`src/rtl/ecc256_pkg.sv`:
```
package ecc256_pkg;
   // fixed code geometry: one byte of column parity, two bytes of row parity
   localparam int unsigned BYTE_W   = 8;
   localparam int unsigned COL_W    = 6;
   localparam int unsigned ROW_W    = 16;
   localparam int unsigned MAX_IDX_W = ROW_W / 2;

   typedef logic [COL_W-1:0] col_par_t;
   typedef logic [ROW_W-1:0] row_par_t;

   typedef struct packed {
      logic [BYTE_W-1:0] b2;
      logic [BYTE_W-1:0] b1;
      logic [BYTE_W-1:0] b0;
   } ecc_code_t;
endpackage

```
`src/rtl/ecc256_col_mix.sv`:
```
module ecc256_col_mix
   import ecc256_pkg::*;
#(
   parameter int unsigned DATA_W = 8
) (
   input  logic [DATA_W-1:0] data,
   output col_par_t          col,
   output logic              odd
);
   localparam int unsigned LVLS = $clog2(DATA_W);

   if (DATA_W != BYTE_W) begin : g_bad_width
      $error("ecc256_col_mix: DATA_W must be 8 for this code layout");
   end

   // level l: even slot collects bit positions with pos[l]==0, odd slot pos[l]==1
   for (genvar l = 0; l < LVLS; l++) begin : g_lvl
      logic lo_acc, hi_acc;
      always_comb begin
         lo_acc = 1'b0;
         hi_acc = 1'b0;
         for (int p = 0; p < DATA_W; p++) begin
            if (((p >> l) & 1) == 0) lo_acc = lo_acc ^ data[p];
            else                     hi_acc = hi_acc ^ data[p];
         end
      end
      assign col[2*l]   = lo_acc;
      assign col[2*l+1] = hi_acc;
   end

   assign odd = ^data;
endmodule

```
`src/rtl/ecc256_row_mix.sv`:
```
module ecc256_row_mix
   import ecc256_pkg::*;
#(
   parameter int unsigned IDX_W = 8
) (
   input  logic [IDX_W-1:0] idx,
   input  logic             odd,
   output row_par_t         row
);
   logic [2*IDX_W-1:0] pairs;

   for (genvar k = 0; k < IDX_W; k++) begin : g_pair
      assign pairs[2*k]   = odd & ~idx[k];
      assign pairs[2*k+1] = odd &  idx[k];
   end

   if (2*IDX_W == ROW_W) begin : g_full
      assign row = pairs;
   end else begin : g_pad
      assign row = {{(ROW_W-2*IDX_W){1'b0}}, pairs};
   end
endmodule

```
`src/rtl/ecc256_seq.sv`:
```
module ecc256_seq #(
   parameter int unsigned IDX_W = 8
) (
   input  logic             clk,
   input  logic             rst,
   input  logic             start,
   input  logic             in_valid,
   output logic             accept,
   output logic             last,
   output logic [IDX_W-1:0] idx
);
   localparam logic [IDX_W-1:0] IDX_LAST = {IDX_W{1'b1}};

   logic open_q;

   assign accept = in_valid & open_q & ~start;
   assign last   = accept & (idx == IDX_LAST);

   always_ff @(posedge clk) begin
      if (rst || start) begin
         idx    <= '0;
         open_q <= 1'b1;
      end else if (accept) begin
         idx <= idx + 1'b1;
         if (last) open_q <= 1'b0;
      end
   end
endmodule

```
`src/rtl/ecc256_gen.sv`:
```
module ecc256_gen
   import ecc256_pkg::*;
#(
   parameter int unsigned DATA_W = 8,
   parameter int unsigned IDX_W  = 8
) (
   input  logic              clk,
   input  logic              rst,
   input  logic              start,
   input  logic              in_valid,
   input  logic [DATA_W-1:0] in_byte,
   output logic              done,
   output logic [BYTE_W-1:0] ecc_b0,
   output logic [BYTE_W-1:0] ecc_b1,
   output logic [BYTE_W-1:0] ecc_b2
);
   localparam int unsigned CHUNK_BYTES = 1 << IDX_W;

   if (IDX_W == 0 || IDX_W > MAX_IDX_W) begin : g_bad_idx
      $error("ecc256_gen: IDX_W must be 1..%0d", MAX_IDX_W);
   end
   if (CHUNK_BYTES < 2) begin : g_bad_chunk
      $error("ecc256_gen: chunk too small");
   end

   logic             accept, last, odd;
   logic [IDX_W-1:0] idx;
   col_par_t         col_t, col_acc, col_nxt;
   row_par_t         row_t, row_acc, row_nxt;
   ecc_code_t        code_q;

   ecc256_seq #(.IDX_W(IDX_W)) u_seq (
      .clk      (clk),
      .rst      (rst),
      .start    (start),
      .in_valid (in_valid),
      .accept   (accept),
      .last     (last),
      .idx      (idx)
   );

   ecc256_col_mix #(.DATA_W(DATA_W)) u_col (
      .data (in_byte),
      .col  (col_t),
      .odd  (odd)
   );

   ecc256_row_mix #(.IDX_W(IDX_W)) u_row (
      .idx (idx),
      .odd (odd),
      .row (row_t)
   );

   assign col_nxt = col_acc ^ col_t;
   assign row_nxt = row_acc ^ row_t;

   always_ff @(posedge clk) begin
      if (rst || start) begin
         col_acc <= '0;
         row_acc <= '0;
         done    <= 1'b0;
         code_q  <= '0;
      end else begin
         done <= last;
         if (accept) begin
            col_acc <= col_nxt;
            row_acc <= row_nxt;
         end
         if (last) begin
            code_q.b0 <= {~col_nxt, 2'b11};
            code_q.b1 <= ~row_nxt[ROW_W-1:ROW_W/2];
            code_q.b2 <= ~row_nxt[ROW_W/2-1:0];
         end
      end
   end

   assign ecc_b0 = code_q.b0;
   assign ecc_b1 = code_q.b1;
   assign ecc_b2 = code_q.b2;
endmodule

```
`config.mk`:
```
export PLATFORM = sky130hd
export DESIGN_NAME = ecc256_gen
export DESIGN_NICKNAME = d
export VERILOG_FILES = /design/src/rtl/ecc256_pkg.sv /design/src/rtl/ecc256_col_mix.sv /design/src/rtl/ecc256_row_mix.sv /design/src/rtl/ecc256_seq.sv /design/src/rtl/ecc256_gen.sv
export SDC_FILE = /design/constraint.sdc
export NUM_CORES = 1
export LEC_CHECK = 0
export ABC_AREA = 0
export CAP_MARGIN = 10
export CORE_MARGIN = 2
export CORE_UTILIZATION = 57
export DETAILED_ROUTE_END_ITERATION = 10
export DONT_BUFFER_PORTS = 1
export PLACE_DENSITY = 0.75
export SLEW_MARGIN = 20
export SYNTH_ARGS = -nofsm -noshare
export SYNTH_HDL_FRONTEND = slang
export SYNTH_HIERARCHICAL = 1
export SYNTH_SLANG_ARGS = --single-unit
```
`constraint.sdc`:
```
create_clock -name clk -period 2 [get_ports clk]
set_clock_uncertainty 0.2 [all_clocks]
set_input_delay 0 -clock clk [delete_from_list [all_inputs] [get_ports clk]]
set_output_delay 0 -clock clk [all_outputs]
set_load 0.05 [all_outputs]
```
==> metrics.md, run 1 <==
| Metric | Value |
|---|---|
| Placed cells | `about 360` |
| Slew HR | `between 20 and 30%` |
| Mapped Cells | `287` |
| Syn_nets | `300` |
| # fillers | `~380` |
| Clock tree sinks | `55` |
| Post-Syn Area | `~2900 um2` |
| Num ports | `37` |
| DRC viols | `0` |
| Dpl ws | `0.1879 ns` |
| Clock slew at reported path FFs | `around 0.090 ns` |
| Worst Path Max Fanout | `3` |
| Postcts setup bufs | `0` |
| Top cells by area, synth | `dfxtp_1 (39%), xor2_1 (8.9%), o22ai_2 (8.3%)` |
| CP max stage cell | `dlygate4sd3_1` |
| Min Tclk post-route | `~2.0 ns` |
| Initial Utilization | `59.69%` |
| Post-DP HPWL | `3517 um` |
| CTS tree | `done` |
| Via Count | `approximately 2100` |
| WP depth | `6` |
| Clock share of power | `31.0%` |
| Ys async rst share | `0%` |
| Critical-path cell list | `dlygate4sd3_1 > xor2_1 > dlygate4sd3_1 > xnor2_1 > xor2_1 > o22ai_2` |
| Placer Congestion | `around 0.76` |
| Status | `finished with violations` |
| Worst r2r src | `u_seq/idx[6]$_SDFFE_PP0P_` |
| Startpoint Class | `input pin` |
| Multi-input logic area | `1600 um2` |
| Final hold viol count | `2` |
| Total CTS buffers | `5` |
| Synth warn | `6` |
| Setup_tns | `0 ns` |
| Met1 WL | `between 2000 and 2500 um` |
| Setup ws final | `roughly 0.041 ns` |
| Initial antenna violation count | `0` |
| FMAX | `between 0.5 and 0.6 GHz` |
| Routed length per placed instance | `14.25 um` |
| Total Wirelength | `about 5400 um` |
| Critical path startpoint | `in_byte[5]` |
| Largest stage delay on the critical path | `around 0.6 ns` |
| Antenna viol nets, final | `0` |
| Switching Share | `a little over a quarter` |
| Primary FF master, synth | `dfxtp_1` |
| Synth top area share | `about two fifths` |
| Combinational power share | `between 10% and 20%` |
| Synth Register Bits | `55` |
| Share of cells above drive strength 1 | `~28%` |
| # nets final | `approximately 330` |
| Static Leak | `about 1.3 nW` |
| Met2 WL post-DR | `about 2800 um` |
| Drt pass-1 iters | `4` |
| R2R Path End | `ecc_b0[5]$_SDFFE_PP0P_` |
| Commonest non-fill, non-tap cell in the layout | `dfxtp_1` |
| Via density | `between 5 and 6` |
| CP endpoint kind | `flop` |
| Die height | `~75 um` |
| Sequential cell area fraction in the yosys report | `approximately two fifths` |
| Max cap viols | `0` |
| Final setup viols | `0` |
| CP delay by family, top | `buffers and inverters` |
| Vias in the first global route | `a little under 2000` |
| Most frequent cells in the layout | `dfxtp_1 (55), buf_4 (32), xor2_1 (29)` |
| Slew Limit Fails | `0` |
| Root Buffer | `clkbuf_8` |
| Clk_lat worst skew | `0.30 ns` |
| Failing checks | `hold timing` |
| Tcrit/Tclk final | `a little over nine tenths` |
| WL met3 | `approximately 160 um` |
| Syn_area_per_cell | `9.953 um2` |
| Hold WC Path Type | `in2reg` |
| Setup crit end | `ecc_b0[3]$_SDFFE_PP0P_` |
| Die area | `approximately 5600 um2` |
| GR Overflow Total | `0` |
| Final hold slack | `-0.009755 ns` |
| Area grow syn2layout | `14.94%` |
| First-pass GRT wire length | `roughly 9000 um` |
| Sw Pwr | `0.5885 mW` |
| Arrival time worst endpoint | `between 1.5 and 2 ns` |
| Final cell count without fillers | `382` |
| RSZ-0062 raised after global routing | `no` |
| Worst r2r path cells | `5` |
| Pin count of the biggest net entering global routing | `46` |
| Max clock buf depth | `2` |
| Number of synthesized flops with an enable pin | `0` |
| Storage cell area | `1101 um2` |
| CP required | `a little under 2 ns` |
| Worst path bufs/invs | `2` |
| CTS H-tree depth | `2` |
| Critical path type | `in2reg` |
| Placement row count | `25` |
| DRT iter0 DRCs | `between 100 and 150` |
| VDD IR max | `0.3884 mV` |
| R2R setup slack | `between 0.15 and 0.2 ns` |
| Worst slew pin tran | `~1.1 ns` |
| Internal Dissipation | `1.669 mW` |
| Gr usage total | `a little over a fifth` |
| Total design power | `about 2.3 mW` |
| Top Layer Used | `met4` |
| Diodes inserted | `0` |
| Pwr Density | `just under 700 nW/um2` |
| Yosys cell types | `37` |
| IO buf count | `0` |
| Leading area contributor after synthesis | `dfxtp_1` |
| Core area | `around 4800 um2` |
| Sequential Power Share | `49.5%` |
| Die width | `74.79 um` |
[state kept, by name, summed over array words and instances, names as in the netlist]
register and cells:
row_acc 16, ecc_b1 8, ecc_b2 8, u_seq/idx 8
ecc_b0 7, col_acc 6, done 1, u_seq/open_q 1
[metrics by stage]
stage / instance area, um2 / hold WS (ns) / util (%)
global route: 3283 / 0.04674 / 68.60
global placement: 3060 / -0.05885 / 63.95
floorplan: 2856 / -0.08276 / -
detailed placement: 3060 / -0.05112 / 63.95
CTS: 3293 / 0.02238 / 68.81
finish: 3283 / -0.009755 / 68.60
[worst min-delay path, stage by stage]
cell      delay, ns
xnor2_1        0.10
xnor2_1        0.19
nand3b_1       0.10
a21oi_1        0.06
[routing by layer]
layer | track usage (%) | vias to the layer above
met5 | 0 | -
met4 | 7.937 | 0
met3 | 3.748 | 5
met2 | 35.50 | 33
met1 | 26.82 | 967
li1 | - | 1051
[cells by family (layout without fill, tap and decap cells)]
logic type	Yosys count	in the layout	synth area share, %
buffers and inverters	28	56	5.519
muxes	1	1	0.3504
xor gates and xnor gates	39	39	11.96
adders and majority gates	1	1	0.4380
and+or+nand+nor	86	86	20.28
AOI/OAI and AO/OA	77	77	22.91
DFF	55	55	38.55
[synthesized netlist by cell type (all sizes together), types with 3 or more instances]
library cell,n
a21bo,22
a21oi,26
and2,8
and4,3
buf,16
clkbuf,8
dfxtp,55
inv,4
nand2,4
nand2b,22
nand3b,22
nor2,6
nor2b,6
o21ai,3
o22ai,22
or3,3
xnor2,10
xor2,29
[power groups by stage]
stage / Sequential, mW / Combinational, mW / Clock [mW]
2_1_floorplan: 1.14 / 0.368 / 0
3_3_place_gp: 1.14 / 0.409 / 0
3_5_place_dp: 1.14 / 0.415 / 0
4_1_cts: 1.12 / 0.447 / 0.720
5_1_grt: 1.12 / 0.489 / 0.757
6_report: 1.12 / 0.441 / 0.699
[worst min path at each step]
| stage | start | end | depth (start not counted) |
|---|---|---|---|
| 4_1_cts | in_valid | u_seq/idx[7]$_SDFFE_PP0P_ | 3 |
| 2_1_floorplan | rst | u_seq/open_q$_SDFFE_PP1P_ | 2 |
| 3_3_place_gp | rst | u_seq/open_q$_SDFFE_PP1P_ | 2 |
| 3_5_place_dp | rst | u_seq/open_q$_SDFFE_PP1P_ | 2 |
| 6_report | in_byte[6] | col_acc[5]$_SDFFE_PP0P_ | 4 |
| 5_1_grt | in_valid | u_seq/idx[7]$_SDFFE_PP0P_ | 3 |
[timing repair]
action | 4_1_cts | 5_1_grt
hold endpoints to repair | 37 | 0
gates resized for setup | 0 | 0
hold buffers | 13 | 0
endpoints found under the setup margin | 0 | 4
[area by class of cell]
class / instances / share of cell area (%)
Multi-Input combinational cell: 204 / 48.74
Sequential cell: 55 / 33.54
Timing Repair Buffer: 45 / 11.59
Tap cell: 67 / 2.553
Clock buffer: 6 / 2.210
Clock inverter: 1 / 0.9146
Inverter: 4 / 0.4573
Note: power is estimated with default switching activity, not from simulation.
==> run 2: changes to the inputs <==
--- a/config.mk
+++ b/config.mk
@@ -8,10 +8,13 @@
 export ABC_AREA = 0
 export CAP_MARGIN = 10
 export CORE_MARGIN = 2
-export CORE_UTILIZATION = 57
+export CORE_UTILIZATION = 59
+export CTS_BUF_LIST = sky130_fd_sc_hd__clkbuf_4
 export DETAILED_ROUTE_END_ITERATION = 10
 export DONT_BUFFER_PORTS = 1
-export PLACE_DENSITY = 0.75
+export MAX_ROUTING_LAYER = met4
+export PLACE_DENSITY = 0.78
+export SETUP_SLACK_MARGIN = 0.2
 export SLEW_MARGIN = 20
 export SYNTH_ARGS = -nofsm -noshare
 export SYNTH_HDL_FRONTEND = slang
==> run 2 against run 1 <==
Compared with the run above:
- the flow now finishes without violations
- register-to-register slack improved by 0.06 ns
- non-clock buffer count up 3
- first-iteration DRC count down 35%
- highest routed layer unchanged
==> metrics.md, run 2 (same netlist as run 1, synthesis figures left out) <==
| Metric | Value |
|---|---|
| Status | `finished, final reports clean` |
| Final hold viol count | `0 (-2)` |
| Worst Path Max Fanout | `8 (+5)` |
| Arrival time worst endpoint | `1.89 ns (-0.02 ns)` |
| Slew HR | `29.08% (-0.077 points)` |
| Final core occ | `70.27% (+1.7 points)` |
| Placement row count | `25 (unchanged)` |
| Post-DP HPWL | `3499 um (-0.53%)` |
| Share of cells above drive strength 1 | `31.35% (+3.7 points)` |
| Clock slew at reported path FFs | `0.14 ns (+0.05 ns)` |
| Worst slew pin tran | `1.064 ns (+0.001159 ns)` |
| DRT iter0 DRCs | `80 (-35%)` |
| CTS H-tree depth | `2 (unchanged)` |
| Area grow syn2layout | `15.42%` |
| Routed length per placed instance | `14.58 um (+2.3%)` |
| Pin count of the biggest net entering global routing | `46 (unchanged)` |
| First-pass GRT wire length | `8804 um (-2.1%)` |
| Via density | `5.633 (+4.7%)` |
| Largest register FFs | `16 (unchanged)` |
| Critical path type | `in2reg` |
| Placer Congestion | `0.7577 (-0.75%)` |
| Storage cell area | `1112 um2 (+1.0%)` |
| CTS tree | `done` |
| Static Leak | `1.299 nW (+1.3%)` |
| Final hold slack | `0.1481 ns (+0.1579 ns)` |
| Via Count | `2101 (+2.2%)` |
| Most frequent cells in the layout | `dfxtp_1 (50), buf_4 (32), xor2_1 (28)` |
| Initial antenna violation count | `0 (unchanged)` |
| # fillers | `374 (-0.53%)` |
| Clk_lat worst skew | `0.38 ns (+0.08 ns)` |
| Initial Utilization | `60.88% (+1.2 points)` |
| Die width | `73.58 um (-1.6%)` |
| Max clock buf depth | `2 (unchanged)` |
| Slew Limit Fails | `0 (unchanged)` |
| Die height | `73.58 um (-1.6%)` |
| Hold WC Path Type | `in2reg` |
| Drt pass-1 iters | `4 (unchanged)` |
| Startpoint Class | `input pin` |
| Gr usage total | `21.61% (+0.62 points)` |
| HP Start | `start` |
| Core area | `4692 um2 (-2.0%)` |
| VDD IR max | `0.4232 mV (+9.0%)` |
| CP endpoint kind | `flop` |
| Die area | `5414 um2 (-3.2%)` |
| Setup_tns | `0 ns (unchanged)` |
| Commonest non-fill, non-tap cell in the layout | `dfxtp_1` |
| FMAX | `0.5580 GHz (+9.3%)` |
| Tcrit/Tclk final | `89.60% (-8.4 points)` |
| Root Buffer | `clkbuf_4` |
| Multi-input logic area | `1627 um2 (+1.6%)` |
| Vias in the first global route | `2009 (+1.9%)` |
| CP required | `2.10 ns (+0.15 ns)` |
| Max cap viols | `0 (unchanged)` |
| RSZ-0062 raised after global routing | `yes` |
| Biggest register | `row_acc` |
| GR Overflow Total | `0 (unchanged)` |
| Pwr Density | `630.1 nW/um2 (-8.4%)` |
| Clock tree sinks | `55 (unchanged)` |
| Num ports | `37 (unchanged)` |
| Dpl ws | `0.1080 ns (-0.07988 ns)` |
| Min Tclk post-route | `1.792 ns (-0.1675 ns)` |
| Final setup viols | `0 (unchanged)` |
| Critical path startpoint | `start` |
| Antenna viol nets, final | `0 (unchanged)` |
| Worst r2r src | `u_seq/idx[5]$_SDFFE_PP0P_` |
| # nets final | `331 (+0.91%)` |
| Setup ws final | `0.2080 ns (+0.1675 ns)` |
| Total Wirelength | `5438 um (about the same)` |
| Total design power | `2.077 mW (-8.0%)` |
| Total CTS buffers | `5 (unchanged)` |
| Diodes inserted | `0 (unchanged)` |
| DRC viols | `0 (unchanged)` |
| IO buf count | `0 (unchanged)` |
-- run 2: cell count changes in the layout (fill, tap and decap cells not counted), sizes merged --
cell         before  now
clkinv            0    2
buf              33   34
clkbuf            6    5
dlygate4sd3      12   14
inv               4    5
bufinv            1    0
-- run 2: repair_timing --
action	in CTS	in global routing
endpoints found under the hold margin	54	2
gates cloned	0	0
gates resized for setup	7	4
endpoints found under the setup margin	17	7
hold buffers	14	1
setup buffers	3	0
-- run 2: worst paths after layout --
check / endpoint / slack (ns) / depth (start not counted)
max: ecc_b1[7]$_SDFFE_PP0P_ / 0.21 / 6
min: u_seq/idx[1]$_SDFFE_PP0P_ / 0.15 / 3
max reg2reg: ecc_b1[7]$_SDFFE_PP0P_ / 0.23 / 5
min reg2reg: ecc_b2[7]$_SDFFE_PP0P_ / 0.29 / 2
-- run 2: cell type report --
cell class	instances	area share (%)
clock buffer	5	1.139
clock inverter	3	0.6831
inverter	4	0.4554
multi-input combinational	204	49.34
sequential	55	33.74
tap	54	2.049
timing repair buffer	48	12.60
-- run 2: worst max-delay path: stages --
cell and delay [ns]:
dlygate4sd3_1 0.66, and4b_2 0.33, and4_4 0.22, or3b_4 0.39
buf_4 0.19, o22ai_2 0.11
-- run 2: metal layers --
| metal | GRT usage (%) | vias to the layer above | wire (um) |
|---|---|---|---|
| met5 | - | - | 0 |
| met3 | 4.390 | 6 | 205 |
| li1 | - | 1055 | - |
| met2 | 35.42 | 34 | 2639 |
| met4 | 7.475 | 0 | 51 |
| met1 | 26.41 | 1006 | 2541 |
-- run 2: power by group --
part           internal [mW]  switching (mW)  leakage [nW]
clock                  0.143           0.358        0.0356
combinational          0.211           0.248         0.817
sequential              1.11          0.0103         0.446
-- run 2: metrics by stage --
step / cells / cell area (um2)
final: 373 / 3297
after global routing: 373 / 3297
after CTS: 373 / 3276
after detailed placement: 348 / 3034
after global placement: 348 / 3034
after floorplan: 287 / 2861
==> run 3: changes to the inputs <==
--- a/config.mk
+++ b/config.mk
@@ -8,12 +8,12 @@
 export ABC_AREA = 0
 export CAP_MARGIN = 10
 export CORE_MARGIN = 2
-export CORE_UTILIZATION = 59
+export CORE_UTILIZATION = 65
 export CTS_BUF_LIST = sky130_fd_sc_hd__clkbuf_4
 export DETAILED_ROUTE_END_ITERATION = 10
 export DONT_BUFFER_PORTS = 1
 export MAX_ROUTING_LAYER = met4
-export PLACE_DENSITY = 0.78
+export PLACE_DENSITY = 0.81
 export SETUP_SLACK_MARGIN = 0.2
 export SLEW_MARGIN = 20
 export SYNTH_ARGS = -nofsm -noshare
==> constraint.sdc (replaced) <==
create_clock -name clk -period 2.1 [get_ports clk]
set_clock_uncertainty 0.2 [all_clocks]
set_input_delay 0 -clock clk [delete_from_list [all_inputs] [get_ports clk]]
set_output_delay 0 -clock clk [all_outputs]
set_load 0.05 [all_outputs]
==> run 3 against run 2 <==
Compared with the run above:
- design area shrank 2.7%
- flip-flop and latch count unchanged
- critical path depth grew 1
- non-clock buffer count fell by 12
- via count up 2.1%
- worst setup slack got worse by 0.020 ns
- power shrank 2.1%
- routed wire length grew 8.3%
- cell count decreased by 3.8%
==> metrics.md, run 3 (same netlist as run 1, synthesis figures left out) <==
| Metric | Value |
|---|---|
| Total CTS buffers | `5 (unchanged)` |
| CTS tree | `done` |
| Total design power | `2.035 mW (-2.1%)` |
| Placer Congestion | `0.8472 (+12%)` |
| Sw Pwr | `0.5988 mW (-2.8%)` |
| Share of cells above drive strength 1 | `28.34% (-3.0 points)` |
| Final setup viols | `0 (unchanged)` |
| IO buf count | `0 (unchanged)` |
| Num ports | `37 (unchanged)` |
| # nets final | `319 (-3.6%)` |
| Core area | `4294 um2 (-8.5%)` |
| VDD IR max | `0.3440 mV (-19%)` |
| Min Tclk post-route | `~1.9 ns` |
| Internal Dissipation | `1.436 mW (-1.7%)` |
| Antenna viol nets, final | `0 (unchanged)` |
| Pin count of the biggest net entering global routing | `46 (unchanged)` |
| Static Leak | `1.232 nW (-5.2%)` |
| CP endpoint kind | `flop` |
| Post-DP HPWL | `3243 um (-7.3%)` |
| Status | `finished, final reports clean` |
| CTS H-tree depth | `2 (unchanged)` |
| Final hold viol count | `0 (unchanged)` |
| Die width | `70.29 um (-4.5%)` |
| Largest stage delay on the critical path | `0.58 ns (-0.08 ns)` |
| Via density | `5.975 (+6.1%)` |
| Commonest non-fill, non-tap cell in the layout | `dfxtp_1` |
| Tcrit/Tclk final | `between 90% and 100%` |
| Area grow syn2layout | `12.35%` |
| # fillers | `292 (-22%)` |
| Setup ws final | `0.1884 ns (-0.01960 ns)` |
| Clk_lat worst skew | `0.38 ns (about the same)` |
| Worst r2r src | `u_seq/idx[4]$_SDFFE_PP0P_` |
| First-pass GRT wire length | `9804 um (+11%)` |
| Dpl ws | `0.2093 ns (+0.1013 ns)` |
| Pwr Density | `633.9 nW/um2 (+0.61%)` |
| Clock share of power | `23.9% (-0.2 points)` |
| FMAX | `roughly 0.52 GHz` |
| Slew Limit Fails | `0 (unchanged)` |
| Drt pass-1 iters | `4 (unchanged)` |
| Worst slew pin tran | `0.5920 ns (-0.4717 ns)` |
| Most frequent cells in the layout | `dfxtp_1 (50), xor2_1 (29), a21oi_1 (26)` |
| Routed length per placed instance | `16.41 um (+13%)` |
| Critical path startpoint | `in_byte[2]` |
| Final hold slack | `0.06083 ns (-0.08727 ns)` |
| Slew HR | `60.53% (+31 points)` |
| Max clock buf depth | `2 (unchanged)` |
| Critical path type | `in2reg` |
| Diodes inserted | `0 (unchanged)` |
| Clock tree sinks | `55 (unchanged)` |
| Initial Utilization | `66.52% (+5.6 points)` |
| CP max stage cell | `dlygate4sd3_1` |
| Critical-path cell list | `dlygate4sd3_1 > xnor2_1 > xnor2_1 > buf_4 > dlygate4sd3_1 > nand3b_1 > a21oi_1` |
| Final core occ | `74.74% (+4.5 points)` |
| Sequential Power Share | `52.5% (-1.3 points)` |
| Setup_tns | `0 ns (unchanged)` |
| Total Wirelength | `5892 um (+8.3%)` |
| Via Count | `2145 (+2.1%)` |
| GR Overflow Total | `0 (unchanged)` |
| CP required | `2.20 ns (+0.10 ns)` |
| Combinational power share | `23.6% (+1.5 points)` |
| RSZ-0062 raised after global routing | `yes` |
| Placement row count | `24 (-4.0%)` |
| Initial antenna violation count | `0 (unchanged)` |
| Postcts setup bufs | `0 (-3)` |
| Arrival time worst endpoint | `2.01 ns (+0.12 ns)` |
| Clock slew at reported path FFs | `0.17 ns (+0.03 ns)` |
| Max cap viols | `0 (unchanged)` |
| Startpoint Class | `input pin` |
| Root Buffer | `clkbuf_4` |
| Largest register FFs | `16 (unchanged)` |
| Switching Share | `29.43% (-0.24 points)` |
| DRC viols | `0 (unchanged)` |
| Worst Path Max Fanout | `3 (-5)` |
| HP Start | `in_byte[6]` |
| Vias in the first global route | `2099 (+4.5%)` |
| Die height | `70.29 um (-4.5%)` |
| DRT iter0 DRCs | `199 (+150%)` |
| Biggest register | `row_acc` |
| Gr usage total | `25.60% (+4.0 points)` |
| Hold WC Path Type | `in2reg` |
| Die area | `4941 um2 (-8.7%)` |
## run 3: cell count changes in the layout (fill, tap and decap cells not counted), moves of 2 or more
cell / before / now
buf_4: 32 / 16
nor2b_1: 6 / 0
dlygate4sd3_1: 14 / 18
clkbuf_4: 5 / 7
nor2b_2: 0 / 6
## run 3: stage by stage
stage               instances  area [um2]
global route              359        3209
global placement          333        2929
CTS                       360        3178
finish                    359        3209
floorplan                 287        2856
detailed placement        333        2929
## run 3: power groups by stage
| stage | combinational [mW] | sequential (mW) | clock, mW |
|---|---|---|---|
| after floorplan | 0.351 | 1.09 | 0 |
| after global placement | 0.385 | 1.09 | 0 |
| after detailed placement | 0.388 | 1.09 | 0 |
| after CTS | 0.447 | 1.07 | 0.484 |
| after global routing | 0.515 | 1.07 | 0.537 |
| final | 0.480 | 1.07 | 0.487 |
## run 3: final timing paths
check	endpoint	slack, ns	cells after the start
max	col_acc[3]$_SDFFE_PP0P_	0.19	7
min	ecc_b0[5]$_SDFFE_PP0P_	0.06	5
max reg2reg	ecc_b1[7]$_SDFFE_PP0P_	0.28	5
min reg2reg	ecc_b1[3]$_SDFFE_PP0P_	0.31	2
## run 3: cell type report
class	instances	area, um2	area share, %
Clock inverter	1	5.005	0.1559
Timing Repair Buffer	36	331.6	10.33
Clock buffer	7	52.55	1.637
Tap cell	52	65.06	2.027
Sequential cell	55	1110	34.58
Inverter	4	15.01	0.4678
Multi-Input combinational cell	204	1630	50.80
## run 3: what timing repair did
item / 4_1_cts / 5_1_grt
resized for setup: 1 / 14
setup endpoints to repair: 6 / 28
endpoints found under the hold margin: 54 / 0
hold buffers: 19 / 0
## run 3: critical path: cells and delay by family
family / cells / cell delay (ns)
buffers and inverters: 3 / 1.30
xor gates and xnor gates: 2 / 0.42
and+or+nand+nor: 1 / 0.09
AOI/OAI and AO/OA: 1 / 0.19
## run 3: per-layer routing
layer  vias up  GRT usage [%]  wire length (um)
met5         -              -                 0
met4         0          14.32               234
met3        22          4.040               276
met2        71          40.25              2904
met1      1022          31.30              2476
li1       1030              -                 -
